### config.mk
export PLATFORM = sky130hd
export DESIGN_NAME = cap_pair_timer
export DESIGN_NICKNAME = d
export VERILOG_FILES = /design/src/rtl/cpt_pkg.sv /design/src/rtl/cpt_prescaler.sv /design/src/rtl/cpt_edge.sv /design/src/rtl/cpt_unit.sv /design/src/rtl/cap_pair_timer.sv
export SDC_FILE = /design/constraint.sdc
export NUM_CORES = 1
export LEC_CHECK = 0
export BUFFER_PORTS_ARGS = -buffer_cell sky130_fd_sc_hd__clkbuf_2
export CORE_MARGIN = 4
export CORE_UTILIZATION = 53
export DETAILED_ROUTE_END_ITERATION = 12
export GPL_TIMING_DRIVEN = 0
export PLACE_DENSITY = 0.83
export SYNTH_ARGS = -nofsm -noshare
export SYNTH_HDL_FRONTEND = slang
export SYNTH_HIERARCHICAL = 1
export SYNTH_SLANG_ARGS = --single-unit
### constraint.sdc
create_clock -name clk -period 3.1 [get_ports clk]
set_input_delay 0.31 -clock clk [delete_from_list [all_inputs] [get_ports clk]]
set_output_delay 0.31 -clock clk [all_outputs]
set_load 0.1 [all_outputs]
### src/rtl/cpt_pkg.sv
package cpt_pkg;
  localparam int EDGE_W = 2;

  typedef enum logic [EDGE_W-1:0] {
    EDGE_NONE = 2'b00,
    EDGE_RISE = 2'b01,
    EDGE_FALL = 2'b10,
    EDGE_BOTH = 2'b11
  } edge_mode_t;

  // Event on one capture input given its mode, current and previous level.
  function automatic logic edge_hit(logic [EDGE_W-1:0] mode, logic cur, logic prev);
    unique case (edge_mode_t'(mode))
      EDGE_RISE: return cur & ~prev;
      EDGE_FALL: return ~cur & prev;
      EDGE_BOTH: return cur ^ prev;
      default:   return 1'b0;
    endcase
  endfunction

  // Divider tap: tick when the low `sel` bits of the divider are all ones.
  function automatic logic tick_hit(logic [31:0] div, logic [31:0] sel);
    logic [31:0] mask;
    mask = (32'd1 << sel) - 32'd1;
    return (div & mask) == mask;
  endfunction
endpackage

### src/rtl/cpt_prescaler.sv
module cpt_prescaler #(
  parameter int SEL_W = 3,
  parameter int N     = 2
) (
  input  logic                      clk,
  input  logic                      rst_n,
  input  logic [N-1:0][SEL_W-1:0]   sel,
  output logic [N-1:0]              tick
);
  import cpt_pkg::*;
  localparam int DIV_W = (1 << SEL_W) - 1;

  logic [DIV_W-1:0] div_q;

  always_ff @(posedge clk or negedge rst_n) begin
    if (!rst_n) div_q <= '0;
    else        div_q <= div_q + 1'b1;
  end

  for (genvar i = 0; i < N; i++) begin : g_tap
    assign tick[i] = tick_hit(32'(div_q), 32'(sel[i]));
  end
endmodule

### src/rtl/cpt_edge.sv
module cpt_edge #(
  parameter int N = 2
) (
  input  logic                            clk,
  input  logic                            rst_n,
  input  logic [N-1:0]                    lvl,
  input  logic [N-1:0][cpt_pkg::EDGE_W-1:0] mode,
  output logic [N-1:0]                    ev
);
  import cpt_pkg::*;

  logic [N-1:0] lvl_q;

  always_ff @(posedge clk or negedge rst_n) begin
    if (!rst_n) lvl_q <= '0;
    else        lvl_q <= lvl;
  end

  for (genvar i = 0; i < N; i++) begin : g_ch
    assign ev[i] = edge_hit(mode[i], lvl[i], lvl_q[i]);

    // with no edge selected a channel never raises an event
    a_r4_none_silent: assert property (@(posedge clk) disable iff (!rst_n)
      (mode[i] == EDGE_NONE) |-> !ev[i]);
  end
endmodule

### src/rtl/cpt_unit.sv
module cpt_unit #(
  parameter int W  = 16,
  parameter int CH = 2
) (
  input  logic          clk,
  input  logic          rst_n,
  input  logic          start,
  input  logic          step,
  input  logic [CH-1:0] ev,
  input  logic          irq_en,
  output logic [W-1:0]  cnt,
  output logic [W-1:0]  ccr [CH],
  output logic [CH-1:0] irq
);
  logic [W-1:0] cnt_nxt;

  always_comb begin
    if (start)     cnt_nxt = '0;
    else if (step) cnt_nxt = cnt + 1'b1;
    else           cnt_nxt = cnt;
  end

  always_ff @(posedge clk or negedge rst_n) begin
    if (!rst_n) cnt <= '0;
    else        cnt <= cnt_nxt;
  end

  for (genvar c = 0; c < CH; c++) begin : g_cap
    always_ff @(posedge clk or negedge rst_n) begin
      if (!rst_n) begin
        ccr[c] <= '0;
        irq[c] <= 1'b0;
      end else begin
        if (ev[c]) ccr[c] <= cnt_nxt;
        irq[c] <= ev[c] & irq_en;
      end
    end

    // while the interrupt pulses, the capture register shows the counter
    a_r5_irq_shows_value: assert property (@(posedge clk) disable iff (!rst_n)
      irq[c] |-> (ccr[c] == cnt));
  end

  // without start or step the counter keeps its value
  a_r2_hold_idle: assert property (@(posedge clk) disable iff (!rst_n)
    (!start && !step) |=> $stable(cnt));
endmodule

### src/rtl/cap_pair_timer.sv
module cap_pair_timer #(
  parameter int CNT_W = 16,
  parameter int SEL_W = 3,
  parameter int OPT_W = 8
) (
  input  logic             clk,
  input  logic             rst_n,
  input  logic             opt_we,
  input  logic [OPT_W-1:0] opt_wdata,
  output logic [OPT_W-1:0] opt_rdata,
  input  logic             lo_en,
  input  logic [SEL_W-1:0] lo_cks,
  input  logic [1:0]       lo_edge0,
  input  logic [1:0]       lo_edge1,
  input  logic             lo_cap0,
  input  logic             lo_cap1,
  input  logic             hi_en,
  input  logic [SEL_W-1:0] hi_cks,
  input  logic [1:0]       hi_edge0,
  input  logic [1:0]       hi_edge1,
  input  logic             hi_cap0,
  input  logic             hi_cap1,
  output logic [CNT_W-1:0] lo_cnt,
  output logic [CNT_W-1:0] hi_cnt,
  output logic [CNT_W-1:0] lo_ccr0,
  output logic [CNT_W-1:0] lo_ccr1,
  output logic [CNT_W-1:0] hi_ccr0,
  output logic [CNT_W-1:0] hi_ccr1,
  output logic             lo_irq0,
  output logic             lo_irq1,
  output logic             hi_irq0,
  output logic             hi_irq1
);
  localparam int CH = 2;

  // option register: only the cascade-select bit is stored
  logic cse;
  always_ff @(posedge clk or negedge rst_n) begin
    if (!rst_n)      cse <= 1'b0;
    else if (opt_we) cse <= opt_wdata[0];
  end
  assign opt_rdata = {{(OPT_W-1){1'b0}}, cse};

  // shared count-rate divider
  logic [1:0] tick;
  cpt_prescaler #(.SEL_W(SEL_W), .N(2)) u_div (
    .clk(clk), .rst_n(rst_n), .sel({hi_cks, lo_cks}), .tick(tick));

  // capture edge detection for each unit
  logic [CH-1:0] lo_ev, hi_ev_own;
  cpt_edge #(.N(CH)) u_lo_edge (
    .clk(clk), .rst_n(rst_n), .lvl({lo_cap1, lo_cap0}),
    .mode({lo_edge1, lo_edge0}), .ev(lo_ev));
  cpt_edge #(.N(CH)) u_hi_edge (
    .clk(clk), .rst_n(rst_n), .lvl({hi_cap1, hi_cap0}),
    .mode({hi_edge1, hi_edge0}), .ev(hi_ev_own));

  // enable tracking
  logic lo_en_q, hi_eff_q, hi_eff;
  assign hi_eff = hi_en & ~cse;
  always_ff @(posedge clk or negedge rst_n) begin
    if (!rst_n) begin
      lo_en_q  <= 1'b0;
      hi_eff_q <= 1'b0;
    end else begin
      lo_en_q  <= lo_en;
      hi_eff_q <= hi_eff;
    end
  end

  // named internal events
  logic lo_start, lo_step, lo_wrap;
  logic hi_start, hi_step, hi_irq_en;
  logic [CH-1:0] hi_ev;
  assign lo_start  = lo_en & ~lo_en_q;
  assign lo_step   = lo_en & tick[0] & ~lo_start;
  assign lo_wrap   = lo_step & (lo_cnt == {CNT_W{1'b1}});
  assign hi_start  = cse ? lo_start : (hi_eff & ~hi_eff_q);
  assign hi_step   = cse ? lo_wrap  : (hi_eff & tick[1]);
  assign hi_ev     = cse ? lo_ev    : hi_ev_own;
  assign hi_irq_en = ~cse;

  logic [CNT_W-1:0] lo_ccr [CH];
  logic [CNT_W-1:0] hi_ccr [CH];
  logic [CH-1:0]    lo_irq, hi_irq;

  cpt_unit #(.W(CNT_W), .CH(CH)) u_lo (
    .clk(clk), .rst_n(rst_n), .start(lo_start), .step(lo_step), .ev(lo_ev),
    .irq_en(1'b1), .cnt(lo_cnt), .ccr(lo_ccr), .irq(lo_irq));
  cpt_unit #(.W(CNT_W), .CH(CH)) u_hi (
    .clk(clk), .rst_n(rst_n), .start(hi_start), .step(hi_step), .ev(hi_ev),
    .irq_en(hi_irq_en), .cnt(hi_cnt), .ccr(hi_ccr), .irq(hi_irq));

  assign lo_ccr0 = lo_ccr[0];
  assign lo_ccr1 = lo_ccr[1];
  assign hi_ccr0 = hi_ccr[0];
  assign hi_ccr1 = hi_ccr[1];
  assign {lo_irq1, lo_irq0} = lo_irq;
  assign {hi_irq1, hi_irq0} = hi_irq;

  // a write is visible, reduced to bit 0, on the next cycle
  a_r1_opt_write: assert property (@(posedge clk) disable iff (!rst_n)
    opt_we |=> (opt_rdata == {{(OPT_W-1){1'b0}}, $past(opt_wdata[0])}));

  // cascaded upper half moves only on a lower wrap or a pair restart
  a_r6_slave_hold: assert property (@(posedge clk) disable iff (!rst_n)
    (cse && !lo_wrap && !lo_start) |=> $stable(hi_cnt));

  // a lower channel-0 event in cascade leaves upper capture equal to upper count
  a_r7_pair_coherent: assert property (@(posedge clk) disable iff (!rst_n)
    (cse && lo_ev[0]) |=> (hi_ccr0 == hi_cnt && lo_ccr0 == lo_cnt));

  // cascaded upper unit raises no interrupt
  a_r8_slave_quiet: assert property (@(posedge clk) disable iff (!rst_n)
    cse |=> (!hi_irq0 && !hi_irq1));
endmodule

==> results of run 1 <==
## kinds of logic (layout without fill, tap and decap cells)
group	Yosys count	after routing	synth area share, %
AND/OR/NAND/NOR	153	153	17.8
XOR/XNOR	35	35	5.65
multiplexers	20	20	4.11
AO/OA/AOI/OAI	76	76	8.89
other	2	9	0.139
adder cells (fa/ha/maj)	15	15	3.46
flip-flops	114	114	52.6
buffers and inverters	94	261	7.36
## critical path, cell delays in order
cell	delay, ns
buf_8	0.10
or3_4	0.40
ha_4	0.28
nor2_4	0.04
nor4b_4	0.26
o211ai_1	0.13
a2111oi_2	0.32
and3_1	0.22
nand4_1	0.11
o21ai_2	0.18
buf_6	0.15
nand4_4	0.13
buf_12	0.18
nor3_2	0.24
xnor2_2	0.18
o22ai_1	0.14
## placed cells by master, fill, tap and decap left out, types with 7 or more instances in the layout
cell             n
clkbuf_2       118
dfrtp_1        114
inv_1           62
o22ai_1         48
nor2_1          39
nand2_1         26
mux2_2          18
clkbuf_1        18
nor2b_1         17
xnor2_1         17
clkbuf_16       16
ha_1            14
buf_4           13
nand4_1         12
conb_1           9
xor2_1           9
o21ai_1          9
dlygate4sd3_1    8
nor4_2           8
and3_1           7
nand3_1          7
## layout make-up
cell class                      instances  area (um^2)  area share, %
Clock inverter                         13          184           2.57
Timing Repair Buffer                  135          768           10.7
Clock buffer                           19          432           6.03
Multi-Input combinational cell        308         2330           32.6
Inverter                               63          236           3.31
Sequential cell                       114         2850           39.9
Tap cell                              133          166           2.33
Buffer                                 31          181           2.54
## routing by layer
metal	part of all wire [%]	vias up
met5	0	-
met4	2.2	0
met3	7.2	35
met2	52	195
li1	-	2036
met1	39	2169
## metrics by stage
step           instance area, um^2  hold WS [ns]  power [uW]  std cells
2_1_floorplan                 5480        0.0144        1790        516
3_3_place_gp                  6250         0.441        1880        769
3_5_place_dp                  6250         0.456        1890        769
4_1_cts                       6950        0.0328        3910        809
5_1_grt                       7150        0.0427        4030        816
6_report                      7150        0.0561        3890        816
## worst max-delay path by stage
stage                          endpoint  cells past startpoint      start
6_report        u_hi/ccr[7]$_DFFE_PN0P_                     16  lo_cks[0]
3_5_place_dp   u_hi/ccr[13]$_DFFE_PN0P_                     15  lo_cks[0]
5_1_grt         u_hi/ccr[7]$_DFFE_PN0P_                     16  lo_cks[0]
3_3_place_gp   u_hi/ccr[13]$_DFFE_PN0P_                     15  lo_cks[0]
2_1_floorplan  u_hi/ccr[13]$_DFFE_PN0P_                     15  lo_cks[2]
4_1_cts        u_hi/ccr[29]$_DFFE_PN0P_                     15  lo_cks[0]
## power by group
group,leakage (uW),internal (uW),switching (uW),total (uW)
logic,0.00167,102,268,370
clock network,0.000294,1320,680,2000
registers,0.00156,1500,11.0,1510
## flip-flops by register name, summed over array words and instances (netlist names), 7 cells and up
register,cells
u_hi/ccr,32
u_lo/ccr,32
u_hi/cnt,16
u_lo/cnt,16
u_div/div_q,7
## what timing repair did
item	4_1_cts	5_1_grt
hold endpoints to repair	120	0
setup endpoints to repair	0	28
hold buffers	8	0
setup buffers	0	7
resized for setup	0	25
==> results.cfg, run 1 <==
[clock_tree]
clk_pin_slew_ns = 0.06
cts_tree = built
cts.htree.levels = 4
clkLatencyLatePin_ns = 0.52
cts.path.max_buffers = 2
cts_made_buffers = 17
clockRootBuffer = clkbuf_8
numClockSinks = 114

[placement]
io_buffers = 120
globalplace.congestion = 0.837
post-place-ws_ns = -0.497
hpwl_mm = 9.30

[synth]
synth_common_cells = dfrtp_1, inv_1, o22ai_1
synth-seq-cells = 114
syn_area_um2 = 5420
synth_edf_count = 0
yosysTopAreaCellShare_pct = 52.6
yosys.area.top_type = dfrtp_1
yosys_warnings = 6
synth_area_per_cell_um2 = 10.7
syn_inst = 509
yosysSeqAreaShare_pct = 52.6
synthArstFlopShare_pct = 100
synth_cell_types = 46
netlist_top_cells_area = dfrtp_1, o22ai_1, inv_1
synth-main-ff-cell = dfrtp_1
synth_most_common_cell = dfrtp_1

[timing]
finalCritPeriodShare_pct = 98.3
period_needed_ns = 3.05
clock_skew_ns = 0.0102
rsz0062_at_grt = yes
drv_slew = 0
slew_headroom_pct = 42.2
worst_slew_pin_slew_ns = 0.867
hold_viol_final = 0
setup_viol = 0
max_freq_ghz = 0.328
final.setup.tns_ns = 0
setup_slack_ns = 0.0532

[floorplanning]
fp.dieH_um = 109
dieWidth_um = 109
die_area_um2 = 11900
std_cell_rows = 36
start_util_pct = 55.0
coreArea_um2 = 9860
ios = 139

[grt]
grt_usage_pct = 23.8
grt_max_degree = 115
grt_most_used_layer = met2
antenna_found_initial = 0
overflow = 0
grt_pass1_vias = 4495
met3_usage_pct = 6.39
use_met2_pct = 41.1
grt_pass1_wl_mm = 21.8
grt_use_met1_pct = 28.8

[worst_hold_path]
min_path_cells = 2
hold_class = in2reg
hp-start = hi_en
hold_end = hi_eff_q$_DFF_PN0_

[critical_path]
cp.arrival_ns = 3.41
ff2ff_path_depth = 13
reg2reg_slack_ns = 0.14
required_ns = 3.46
end_kind = flop
critPathKind = in2reg
rr_startpoint = u_div/div_q[3]$_DFF_PN0_
worst-path-max-fanout = 7
r2r_end = u_hi/ccr[7]$_DFFE_PN0P_
start_kind = input port

[detailed_routing]
wire_per_inst_um = 17.3
vias = 4435
drt_iter0_markers = 249
drc = 0
vias_per_cell = 5.44
drt_pass1_iterations = 5
finalWirelength_mm = 14.1
antenna_left = 0

[cells_and_area]
syn_to_final_growth_pct = 31.9
fin_nets = 716
fill_cells = 683
fin_util_pct = 72.5
insertedDiodeCount = 0
drive_gt1_share_pct = 34.4

[pwr]
power.leakage_uw = 0.00353
ir_worst_vdd_mv = 0.307
p_per_area_nw_per_um2 = 544

[run_status]
outcome = completed

[job]
maxCapViolCount = 0
Note: power is estimated with default switching activity, not from simulation.
==> run 2: changes to the inputs <==
- BUFFER_PORTS_ARGS: -buffer_cell sky130_fd_sc_hd__clkbuf_2 -> default
- CORE_UTILIZATION: 53 -> 63
- DONT_BUFFER_PORTS: default -> 1
- PLACE_DENSITY: 0.83 -> 0.82
==> results.cfg, run 2 (synthesized netlist as in run 1, its figures left out) <==
[cells_and_area]
fin_nets = 592
syn_to_final_growth_pct = 18.5
multi_input_area_um2 = 2260
insertedDiodeCount = 0
regArea_um2 = 2870
final_common_cell = dfrtp_1
reg.largest.list = u_hi/ccr: 32 flops, u_lo/ccr: 32 flops
drive_gt1_share_pct = 20.4
fill_cells = 515
layout_common_cells = dfrtp_1, inv_1, o22ai_1

[detailed_routing]
wire_per_inst_um = 18.9
met3_length_mm = 1.30
route.met2.wl_mm = 6.30
vias = 3887
drc = 0
finalWirelength_mm = 12.6
vias_per_cell = 5.85
drt_pass1_iterations = 5
top_layer = met4
drt_iter0_markers = 200
antenna_left = 0
wl_met1_mm = 4.63

[clock_tree]
clk_pin_slew_ns = 0.06
numClockSinks = 114
cts_made_buffers = 17
cts_tree = built
clockRootBuffer = clkbuf_8
clkLatencyLatePin_ns = 0.51
cts.htree.levels = 4
cts.path.max_buffers = 2

[timing]
worst_slew_pin_slew_ns = 1.11
finalCritPeriodShare_pct = 95.8
clock_skew_ns = 0.00780
drv_slew = 0
period_needed_ns = 2.97
hold_viol_final = 0
slew_headroom_pct = 25.7
rsz0062_at_grt = yes
setup_viol = 0
max_freq_ghz = 0.337
setup_slack_ns = 0.129

[critical_path]
ff2ff_path_depth = 8
cpPeakStageDelay_ns = 1.00
cp_slowest_cell = dfrtp_1
reg2reg_slack_ns = 0.13
critical_path.top_delay_family = flip-flops
cp.arrival_ns = 3.36
start_kind = flop
crit_buf_inv = 1
end_kind = flop
worst-path-max-fanout = 7
path_cells = nand4_1, or4_1, o21ai_1, buf_4, nand4_4, xor2_1, nor2_1, mux2_2
r2r_end = u_hi/ccr[3]$_DFFE_PN0P_
cp.depth = 8
critPathKind = reg2reg
rr_startpoint = u_lo/cnt[12]$_DFF_PN0_
required_ns = 3.49

[floorplanning]
die_area_um2 = 10200
dieWidth_um = 101
ios = 139
start_util_pct = 65.3
coreArea_um2 = 8300
std_cell_rows = 33
fp.dieH_um = 101

[worst_hold_path]
hold_class = in2reg
hp-start = lo_en
min_path_cells = 3
hold_end = u_lo/cnt[15]$_DFF_PN0_

[grt]
grt_usage_pct = 26.1
grt_max_degree = 115
grt_pass1_wl_mm = 20.5
overflow = 0
antenna_found_initial = 0
grt_pass1_vias = 4041

[pwr]
power_uw = 3880
p_per_area_nw_per_um2 = 605
ir_worst_vdd_mv = 0.408
power.leakage_uw = 0.00291

[job]
maxCapViolCount = 0

[placement]
post-place-ws_ns = -0.456
hpwl_mm = 8.60
globalplace.congestion = 0.855
io_buffers = 0

[run_status]
outcome = completed
==> run 2: cell type report <==
type	count	area share (%)
sequential	114	44.7
buffer	31	2.71
clock buffer	20	6.94
clock inverter	12	2.82
tap	105	2.05
timing repair buffer	11	1.95
multi-input combinational	308	35.2
inverter	63	3.68
==> run 2: repair_timing <==
action,in CTS,in global routing
endpoints found under the hold margin,121,0
pin swaps,0,1
hold buffers,10,0
resized for setup,12,6
buffers inserted,0,1
endpoints found under the setup margin,36,17
==> run 2: how the worst max path moves through the flow <==
stage,slack [ns],end,from
after floorplan,-0.11,u_hi/ccr[13]$_DFFE_PN0P_,lo_cks[2]
after global placement,-0.46,u_hi/ccr[13]$_DFFE_PN0P_,lo_cks[2]
after detailed placement,-0.46,u_hi/ccr[13]$_DFFE_PN0P_,lo_cks[2]
after CTS,0.01,u_hi/ccr[13]$_DFFE_PN0P_,u_lo/cnt[12]$_DFF_PN0_
after global routing,-0.01,u_hi/ccr[31]$_DFFE_PN0P_,lo_cks[2]
final,0.13,u_hi/ccr[3]$_DFFE_PN0P_,u_lo/cnt[12]$_DFF_PN0_
==> run 2: per-stage QoR <==
stage / setup TNS [ns] / instance area [um^2] / utilization, % / instances / hold WS (ns)
2_1_floorplan: -0.367 / 5480 / - / 516 / 0.0144
3_3_place_gp: -13.91 / 5610 / 67.6 / 621 / 0.0179
3_5_place_dp: -14.64 / 5610 / 67.6 / 621 / 0.0170
4_1_cts: 0 / 6370 / 76.8 / 663 / 0.284
5_1_grt: -0.0254 / 6420 / 77.4 / 664 / 0.341
6_report: 0 / 6420 / 77.4 / 664 / 0.324
==> run 2: per-layer routing <==
metal  up-vias  track usage (%)
li1       1785                -
met1      1892             30.0
met2       177             43.1
met3        33             10.8
met4         0             11.0
met5         -                0
==> run 2: power breakdown <==
group          total, uW  switching [uW]  internal, uW
Combinational        268             183          85.3
Clock               2030             681          1350
Sequential          1580            82.7          1500
==> run 2: tightest hold or removal path: stages <==
cell	delay [ns]
nor2b_1	0.13
clkbuf_1	0.21
nor2_1	0.14
==> run 3: changes to the inputs <==
- RECOVER_POWER: default -> 100
==> results.cfg, run 3 (synthesized netlist as in run 1, its figures left out) <==
[floorplanning]
std_cell_rows = 33
start_util_pct = 65.3
ios = 139
fp.dieH_um = 101
die_area_um2 = 10200
coreArea_um2 = 8300
dieWidth_um = 101

[critical_path]
worst-path-max-fanout = 7
end_kind = flop
crit_buf_inv = 1
cpPeakStageDelay_ns = 1.01
critical_path.top_delay_family = simple AND/OR/NAND/NOR gates
cp.arrival_ns = 3.36
critPathKind = reg2reg
cp_slowest_cell = dfrtp_1
required_ns = 3.46
path_cells = nand4_1, or4_1, o21ai_1, buf_4, nand4_4, nor3_2, xnor2_1, o22ai_1
start_kind = flop

[detailed_routing]
antenna_left = 0
vias = 3869
wire_per_inst_um = 18.9
vias_per_cell = 5.83
drt_iter0_markers = 183
finalWirelength_mm = 12.6
drt_pass1_iterations = 5
drc = 0

[pwr]
ir_worst_vdd_mv = 0.408
pwr-share-clk_pct = 52.4
power.leakage_uw = 0.00290
internal_power_uw = 2930
power_switching_uw = 948
sw_frac_of_total_pct = 24.4
seq_power_share_pct = 40.8
p_comb_share_pct = 6.8
p_per_area_nw_per_um2 = 607

[timing]
max_freq_ghz = 0.334
slew_headroom_pct = 0.957
worst_slew_pin_slew_ns = 1.49
setup_viol = 0
setup_slack_ns = 0.104
rsz0062_at_grt = yes
drv_slew = 0
finalCritPeriodShare_pct = 96.7
clock_skew_ns = 0.00813
period_needed_ns = 3.00
hold_viol_final = 0

[cells_and_area]
reg.largest.list = u_hi/ccr: 32 flops, u_lo/ccr: 32 flops
layout_common_cells = dfrtp_1, inv_1, o22ai_1
final_cell_area_um2 = 6400
fill_cells = 519
fin_nets = 592
multi_input_area_um2 = 2260
insertedDiodeCount = 0
drive_gt1_share_pct = 20.0
final_common_cell = dfrtp_1
regArea_um2 = 2870
stdcell_count = 664
fin_util_pct = 77.1
syn_to_final_growth_pct = 18.0

[worst_hold_path]
hold_class = in2reg

[grt]
grt_usage_pct = 26.1
grt_pass1_vias = 4041
overflow = 0
antenna_found_initial = 0
grt_max_degree = 115
grt_pass1_wl_mm = 20.5

[clock_tree]
numClockSinks = 114
clkLatencyLatePin_ns = 0.51
cts_tree = built
cts.path.max_buffers = 2
clk_pin_slew_ns = 0.06
cts_made_buffers = 17
clockRootBuffer = clkbuf_8
cts.htree.levels = 4

[placement]
dp.cells = 621
post-place-ws_ns = -0.456
io_buffers = 0
hpwl_mm = 8.60
globalplace.congestion = 0.855
placed_area_um2 = 5610

[run_status]
outcome = completed

[job]
maxCapViolCount = 0
## run 3: cell types whose count changed in the layout (fill, tap and decap cells not counted), sizes merged
| cell | before | now |
|---|---|---|
| clkbuf | 37 | 39 |
| buf | 16 | 14 |
## run 3: power by group through the flow
stage,logic (uW),clock network (uW),registers [uW]
CTS,267,2050,1590
detailed placement,224,0,1610
finish,263,2030,1580
global route,289,2130,1590
global placement,215,0,1610
floorplan,185,0,1610
## run 3: cell type report
type | instances | area share (%)
buffer | 31 | 2.66
clock buffer | 20 | 6.96
clock inverter | 12 | 2.84
inverter | 63 | 3.70
multi-input combinational | 308 | 35.3
sequential | 114 | 44.8
tap | 105 | 2.05
timing repair buffer | 11 | 1.64
## run 3: what timing repair did
item                                   CTS  global route
gates cloned                             0             0
setup buffers                            0             1
hold buffers                            10             0
gates resized for setup                 12             6
endpoints found under the hold margin  121             0
setup endpoints to repair               36            17
pin swaps                                0             1
## run 3: final timing paths
check	startpoint	to	slack, ns	cells past startpoint
setup reg to reg	u_lo/cnt[11]$_DFF_PN0_	u_hi/ccr[7]$_DFFE_PN0P_	0.10	8
max in group asynchronous	rst_n	u_lo/cnt[1]$_DFF_PN0_	1.30	2
setup / recovery	u_lo/cnt[11]$_DFF_PN0_	u_hi/ccr[7]$_DFFE_PN0P_	0.10	8
hold / removal	lo_en	u_lo/cnt[4]$_DFF_PN0_	0.32	3
min in group asynchronous	rst_n	u_hi/cnt[11]$_DFF_PN0_	0.74	2
hold reg to reg	u_div/div_q[0]$_DFF_PN0_	u_div/div_q[0]$_DFF_PN0_	0.51	1
## run 3: worst reg2reg max path, cell delays in order, from the launching register on
cell and delay, ns:
dfrtp_1 1.01, nand4_1 0.16, or4_1 0.49, o21ai_1 0.17, buf_4 0.17, nand4_4 0.21, nor3_2 0.28, xnor2_1 0.22
o22ai_1 0.14
## run 3: metal layers
layer	vias to the layer above	global-route usage (%)	routed length, um
li1	1790	-	-
met1	1890	30.0	4650
met2	160	43.1	6310
met3	29	10.8	1280
met4	0	11.0	325
met5	-	0	0
## run 3: per-stage QoR
step	total power, uW	TNS [ns]	hold WS, ns
global route	4010	-0.0255	0.341
floorplan	1790	-0.367	0.0144
global placement	1830	-13.91	0.0179
CTS	3910	0	0.284
finish	3880	0	0.320
detailed placement	1840	-14.64	0.0170
